`src/rtl/uf_coal_pkg.sv`:
```
package uf_coal_pkg;
  localparam int          THR_W   = 8;
  localparam int          THR_LSB = 16;
  localparam int          MAX_UF  = 64;
  localparam logic [7:0]  THR_RST = 8'h08;

  // accepted threshold codes; every other code is reserved
  function automatic logic thr_code_ok(input logic [THR_W-1:0] c);
    case (c)
      8'h00, 8'h01, 8'h02, 8'h08, 8'h10, 8'h20, 8'h40: return 1'b1;
      default:                                         return 1'b0;
    endcase
  endfunction
endpackage

```
`src/rtl/uf_thr_reg.sv`:
```
module uf_thr_reg
  import uf_coal_pkg::*;
#(
  parameter int DATA_W = 32
) (
  input  logic              clk,
  input  logic              rst_n,
  input  logic              wr_en,
  input  logic [DATA_W-1:0] wr_data,
  output logic [THR_W-1:0]  thr_o,
  output logic [DATA_W-1:0] rd_data
);
  logic [THR_W-1:0] thr_q, thr_d, wr_code;

  assign wr_code = wr_data[THR_LSB +: THR_W];

  always_comb begin
    thr_d = thr_q;
    if (wr_en && thr_code_ok(wr_code)) thr_d = wr_code;
  end

  always_ff @(posedge clk or negedge rst_n) begin
    if (!rst_n) thr_q <= THR_RST;
    else        thr_q <= thr_d;
  end

  always_comb begin
    rd_data = '0;
    rd_data[THR_LSB +: THR_W] = thr_q;
  end

  assign thr_o = thr_q;

  // reserved code written -> stored threshold unchanged
  a_r3_reserved_hold: assert property (@(posedge clk) disable iff (!rst_n)
    (wr_en && !thr_code_ok(wr_code)) |=> $stable(thr_o));
  // stored code is always an accepted one
  a_r2_code_legal: assert property (@(posedge clk) disable iff (!rst_n)
    thr_code_ok(thr_o));
endmodule

```
`src/rtl/uf_interval_ctr.sv`:
```
module uf_interval_ctr
  import uf_coal_pkg::*;
(
  input  logic             clk,
  input  logic             rst_n,
  input  logic             tick,
  input  logic             restart,
  input  logic [THR_W-1:0] thr,
  output logic             reached,
  output logic [THR_W-1:0] cnt_o
);
  logic [THR_W-1:0] cnt_q, cnt_d, cnt_inc;

  // saturate at the threshold so a late event waits only one tick
  assign cnt_inc = (cnt_q >= thr) ? cnt_q : cnt_q + 1'b1;
  assign reached = tick && (cnt_inc >= thr);

  always_comb begin
    cnt_d = cnt_q;
    if (restart)   cnt_d = '0;
    else if (tick) cnt_d = cnt_inc;
  end

  always_ff @(posedge clk or negedge rst_n) begin
    if (!rst_n) cnt_q <= '0;
    else        cnt_q <= cnt_d;
  end

  assign cnt_o = cnt_q;

  // counter never exceeds the largest interval
  a_r8_cnt_bounded: assert property (@(posedge clk) disable iff (!rst_n)
    cnt_o <= THR_W'(MAX_UF));
  // count only moves on a tick or a restart
  a_r8_cnt_quiet: assert property (@(posedge clk) disable iff (!rst_n)
    (!tick && !restart) |=> $stable(cnt_o));
endmodule

```
`src/rtl/uf_pend_latch.sv`:
```
module uf_pend_latch #(
  parameter int NUM_SRC = 4
) (
  input  logic               clk,
  input  logic               rst_n,
  input  logic [NUM_SRC-1:0] evt,
  input  logic               clr,
  output logic [NUM_SRC-1:0] merged_o,
  output logic [NUM_SRC-1:0] pend_o
);
  logic [NUM_SRC-1:0] pend_q, pend_d;

  assign merged_o = pend_q | evt;

  always_comb begin
    pend_d = merged_o;
    if (clr) pend_d = '0;
  end

  always_ff @(posedge clk or negedge rst_n) begin
    if (!rst_n) pend_q <= '0;
    else        pend_q <= pend_d;
  end

  assign pend_o = pend_q;

  // a pending source stays pending until reported
  a_r7_pend_sticky: assert property (@(posedge clk) disable iff (!rst_n)
    (!clr) |=> ((pend_o & $past(pend_o)) == $past(pend_o)));
endmodule

```
`src/rtl/uframe_irq_coalescer.sv`:
```
module uframe_irq_coalescer
  import uf_coal_pkg::*;
#(
  parameter int NUM_SRC = 4,
  parameter int DATA_W  = 32
) (
  input  logic               clk,
  input  logic               rst_n,
  input  logic               cfg_we,
  input  logic [DATA_W-1:0]  cfg_wdata,
  output logic [DATA_W-1:0]  cfg_rdata,
  input  logic [NUM_SRC-1:0] evt_i,
  input  logic               uf_tick_i,
  output logic               irq_o,
  output logic [NUM_SRC-1:0] irq_src_o
);
  logic [THR_W-1:0]   thr, cnt;
  logic               reached, immediate, fire;
  logic [NUM_SRC-1:0] merged, pend;
  logic               irq_q, irq_d;
  logic [NUM_SRC-1:0] src_q, src_d;

  uf_thr_reg #(.DATA_W(DATA_W)) u_thr (
    .clk(clk), .rst_n(rst_n), .wr_en(cfg_we), .wr_data(cfg_wdata),
    .thr_o(thr), .rd_data(cfg_rdata)
  );

  uf_interval_ctr u_ctr (
    .clk(clk), .rst_n(rst_n), .tick(uf_tick_i), .restart(fire),
    .thr(thr), .reached(reached), .cnt_o(cnt)
  );

  uf_pend_latch #(.NUM_SRC(NUM_SRC)) u_pend (
    .clk(clk), .rst_n(rst_n), .evt(evt_i), .clr(fire),
    .merged_o(merged), .pend_o(pend)
  );

  assign immediate = (thr == '0);
  assign fire      = (|merged) && (immediate || reached);

  always_comb begin
    irq_d = fire;
    src_d = fire ? merged : '0;
  end

  always_ff @(posedge clk or negedge rst_n) begin
    if (!rst_n) begin
      irq_q <= 1'b0;
      src_q <= '0;
    end else begin
      irq_q <= irq_d;
      src_q <= src_d;
    end
  end

  assign irq_o     = irq_q;
  assign irq_src_o = src_q;

  // interval restarts whenever an interrupt is issued
  a_r8_restart: assert property (@(posedge clk) disable iff (!rst_n)
    irq_o |-> (cnt == '0));
  // pending set is empty right after reporting
  a_r7_pend_cleared: assert property (@(posedge clk) disable iff (!rst_n)
    irq_o |-> (pend == '0));
  // interrupt always carries at least one source
  a_r9_no_empty_irq: assert property (@(posedge clk) disable iff (!rst_n)
    irq_o |-> (irq_src_o != '0));
  // pass-through mode answers every event on the next cycle
  a_r5_immediate: assert property (@(posedge clk) disable iff (!rst_n)
    (immediate && (evt_i != '0)) |=> irq_o);
  // bytes outside the threshold field read zero
  a_r4_upper_zero: assert property (@(posedge clk) disable iff (!rst_n)
    (cfg_rdata[DATA_W-1:THR_LSB+THR_W] == '0) && (cfg_rdata[THR_LSB-1:0] == '0));
endmodule

```
`config.mk`:
```
export PLATFORM = sky130hd
export DESIGN_NAME = uframe_irq_coalescer
export DESIGN_NICKNAME = d
export VERILOG_FILES = /design/src/rtl/uf_coal_pkg.sv /design/src/rtl/uf_thr_reg.sv /design/src/rtl/uf_interval_ctr.sv /design/src/rtl/uf_pend_latch.sv /design/src/rtl/uframe_irq_coalescer.sv
export SDC_FILE = /design/constraint.sdc
export NUM_CORES = 1
export LEC_CHECK = 0
export BUFFER_PORTS_ARGS = -buffer_cell sky130_fd_sc_hd__buf_2
export CORE_ASPECT_RATIO = 0.6
export CORE_UTILIZATION = 40
export DETAILED_ROUTE_END_ITERATION = 10
export PLACE_DENSITY = 0.72
export SLEW_MARGIN = 20
export SYNTH_ARGS = -nofsm -noshare
export SYNTH_HDL_FRONTEND = slang
export SYNTH_SLANG_ARGS = --single-unit
```
`constraint.sdc`:
```
create_clock -name clk -period 2.79 [get_ports clk]
set_input_delay 0.1395 -clock clk [delete_from_list [all_inputs] [get_ports clk]]
set_output_delay 0.1395 -clock clk [all_outputs]
set_load 0.01 [all_outputs]
```
==> metrics.md <==
| Metric | Value |
|---|---|
| # diodes | 0 |
| Clock root buffer master | clkbuf_8 |
| Setup Total Neg Slack | -1550 ps |
| Register bit count reported by yosys | 25 |
| Cell variety after synth | 33 |
| Mapped Cells | approximately 180 |
| Routed vias/inst | slightly below 5 |
| Hold crit path type | primary input to register |
| Yosys warning count | 0 |
| Post-synth EDFFs | 0 |
| Peak supply drop | about 0.00054 V |
| Status | complete, but fails checks |
| Max-slew violations | 0 |
| Synth-to-Final Area Change | 36.1% |
| Final ANT Viol Nets | 0 |
| Longest Clk Path Bufs | 2 |
| Setup WS pre-CTS | -199 ps |
| Grt ovf | 0 |
| PwrDens | just over 1000 nW/um2 |
| PortBufs | 28 |
| Reg power frac | between 20% and 30% |
| Most frequent cells after synthesis | 24 x buf_4, 24 x dfrtp_1, 20 x nor2_1, 17 x ha_1, 13 x inv_1 |
| Sw frac | a little over two fifths |
| Die height | between 50 and 60 um |
| Drt pass-1 iters | 4 |
| Hold WS | between 100 and 150 ps |
| Final wirelength | between 4000 and 5000 um |
| Clock share of power | under 10% |
| FFs w/ async S/R, synth | 100% |
| Vias | approximately 1500 |
| Main area contributors after synthesis | dfrtp_1 35%, ha_1 12%, buf_4 10%, mux2_2 4.6%, nor2_1 4.4% |
| Final setup margin | -130 ps |
| Leak | ~1.2 nW |
| Average wire per standard cell | ~13 um |
| Vias in the first global route | 1294 |
| Endpoints failing hold | 0 |
| I/O pins | between 70 and 80 |
| Synth Flop Type | dfrtp_1 |
| Global Route Usage Sum | between 10% and 20% |
| Req. time, crit path | a little under 3000 ps |
| TritonCTS clock tree | built |
| Switching power | 1.01 mW |
| Core Box Area | approximately 4100 um2 |
| Slew headroom | 57.0% |
| Dpl hpwl | 3040 um |
| Fillers | between 300 and 400 |
| Sink Count | 25 |
| Finished Core Util | 56.9% |
| Number of max-cap violations | 0 |
| Post-Synthesis Cell Area | 1720 um2 |
| Post-synth top area cell | dfrtp_1 |
| CP arrival | roughly 3100 ps |
| Cell internal pwr | between 1 and 1.5 mW |
| Initial core utilization | 41.8% |
| Final setup violation count | 17 |
| Fin crit share | 105% |
| Worst Skew | 4.29 ps |
| Die ar. | approximately 4600 um2 |
| Worst-skew pair later-pin latency | ~280 ps |
| Row cnt | 18 |
| Routability Congestion | 0.843 |
| Crit end category | register |
| Global-route wire length before repair | approximately 6200 um |
| Die X | 86.7 um |
| CP max FO | 6 |
| Gate power share | roughly two thirds |
| TritonCTS buffer count | 3 |
| Nets@finish | roughly 300 |
| Synth top area share | between 30% and 40% |
| Initial antenna violation count | 0 |
| Seq/Total Area, Yosys | a little over a third |
| Layout cells sized above 1 | 43.4% |
| Max frequency | approximately 340 MHz |
| CTS HTree Levels | 1 |
| Failing checks | setup timing |
| Clock slew at reported path FFs | approximately 90 ps |
| Initial DRC count | 57 |
| Startpoint types | register |
| RSZ-0062 raised after global routing | yes |
| Worst Path Class, Setup | register to register |
| Worst-margin pin slew | about 640 ps |
| Synthesized area per cell | around 9.5 um2 |
| Pin count of the biggest net entering global routing | 26 |
| Residual DRC count | 0 |
| Fin crit period | just under 3000 ps |
[power by group through the flow]
stage | logic, mW | clock network, mW | registers (mW)
after floorplan | 0.897 | 0 | 0.598
after global placement | 1.35 | 0 | 0.543
after detailed placement | 1.40 | 0 | 0.547
after CTS | 1.49 | 0.225 | 0.539
after global routing | 1.80 | 0.241 | 0.558
final | 1.65 | 0.223 | 0.545
[placed cells by master, fill, tap and decap left out, types with 3 or more instances in the layout]
cell,Yosys,layout
conb_1,1,24
dfrtp_1,24,24
nand2_1,5,4
inv_2,0,4
clkbuf_8,0,3
o31ai_1,6,6
buf_2,2,28
or4_1,6,6
nor4_1,3,3
buf_4,24,31
ha_1,17,12
nand3_1,8,6
a21oi_2,0,6
nor2_1,20,16
and3_1,4,4
mux2_2,7,6
nor2_2,0,3
a21oi_1,11,5
inv_1,13,9
xnor2_1,5,4
ha_4,0,5
[metrics by stage]
| stage | std cells | area, um2 | power (mW) |
|---|---|---|---|
| floorplan | 205 | 1930 | 1.49 |
| global placement | 296 | 2160 | 1.89 |
| detailed placement | 296 | 2160 | 1.94 |
| CTS | 302 | 2260 | 2.25 |
| global route | 304 | 2340 | 2.60 |
| finish | 304 | 2340 | 2.42 |
[final timing paths]
check                                 start               end  slack (ps)  cells after the start
hold / removal                     evt_i[0]  u_pend.pend_o[0]         110                      3
setup / recovery             u_thr.thr_o[3]    u_ctr.cnt_o[1]        -130                     11
setup reg to reg             u_thr.thr_o[3]    u_ctr.cnt_o[1]        -130                     11
max in group asynchronous             rst_n  u_pend.pend_o[1]        2000                      2
hold reg to reg            u_pend.pend_o[0]  u_pend.pend_o[0]         510                      2
min in group asynchronous             rst_n    u_thr.thr_o[7]         390                      2
[worst max-delay path: stages (launching register included)]
cell,delay (ps)
dfstp_2,540
inv_2,50
ha_4,150
a211o_1,250
a31oi_4,180
o311a_4,240
mux2_4,320
ha_4,260
nand3_2,80
a211o_4,360
a21oi_2,290
a21oi_1,70
[what timing repair did]
item / 4_1_cts / 5_1_grt
pin swaps: 2 / 4
cloned: 0 / 1
resized for setup: 7 / 13
endpoints found under the hold margin: 24 / 0
hold buffers: 1 / 0
setup buffers: 1 / 1
endpoints found under the setup margin: 17 / 17
[flip-flops by register name, indices dropped and copies added (netlist names)]
signal	flops
u_pend.pend_o	4
irq_src_o	4
irq_o	1
u_ctr.cnt_o	8
u_thr.thr_o	8
[cell type report]
| type | count | area, um2 | area share, % |
|---|---|---|---|
| Multi-Input combinational cell | 140 | 1140 | 48.7 |
| Sequential cell | 25 | 627 | 26.7 |
| Timing Repair Buffer | 62 | 405 | 17.3 |
| Tap cell | 60 | 75.1 | 3.20 |
| Inverter | 13 | 48.8 | 2.08 |
| Clock buffer | 3 | 41.3 | 1.76 |
| Clock inverter | 1 | 5.00 | 0.213 |
[layer usage]
layer | GRT usage, % | vias up | share of wire [%]
met5 | 0 | - | 0
met4 | 3.61 | 0 | 0.40
met3 | 3.31 | 3 | 5.3
met2 | 27.9 | 32 | 44
met1 | 26.8 | 704 | 50
li1 | - | 728 | -
[kinds of logic (layout without fill, tap and decap cells)]
group	after synthesis	after routing	share of synthesized area [%]
other cells	1	24	0.218
buf+inv	41	79	14.3
xor+xnor	7	7	3.56
flops	25	25	36.4
mux	7	7	4.58
compound gates	32	33	13.4
simple gates	52	52	15.2
fa+ha+maj	17	17	12.3
Power figures use the tool's default switching activity.
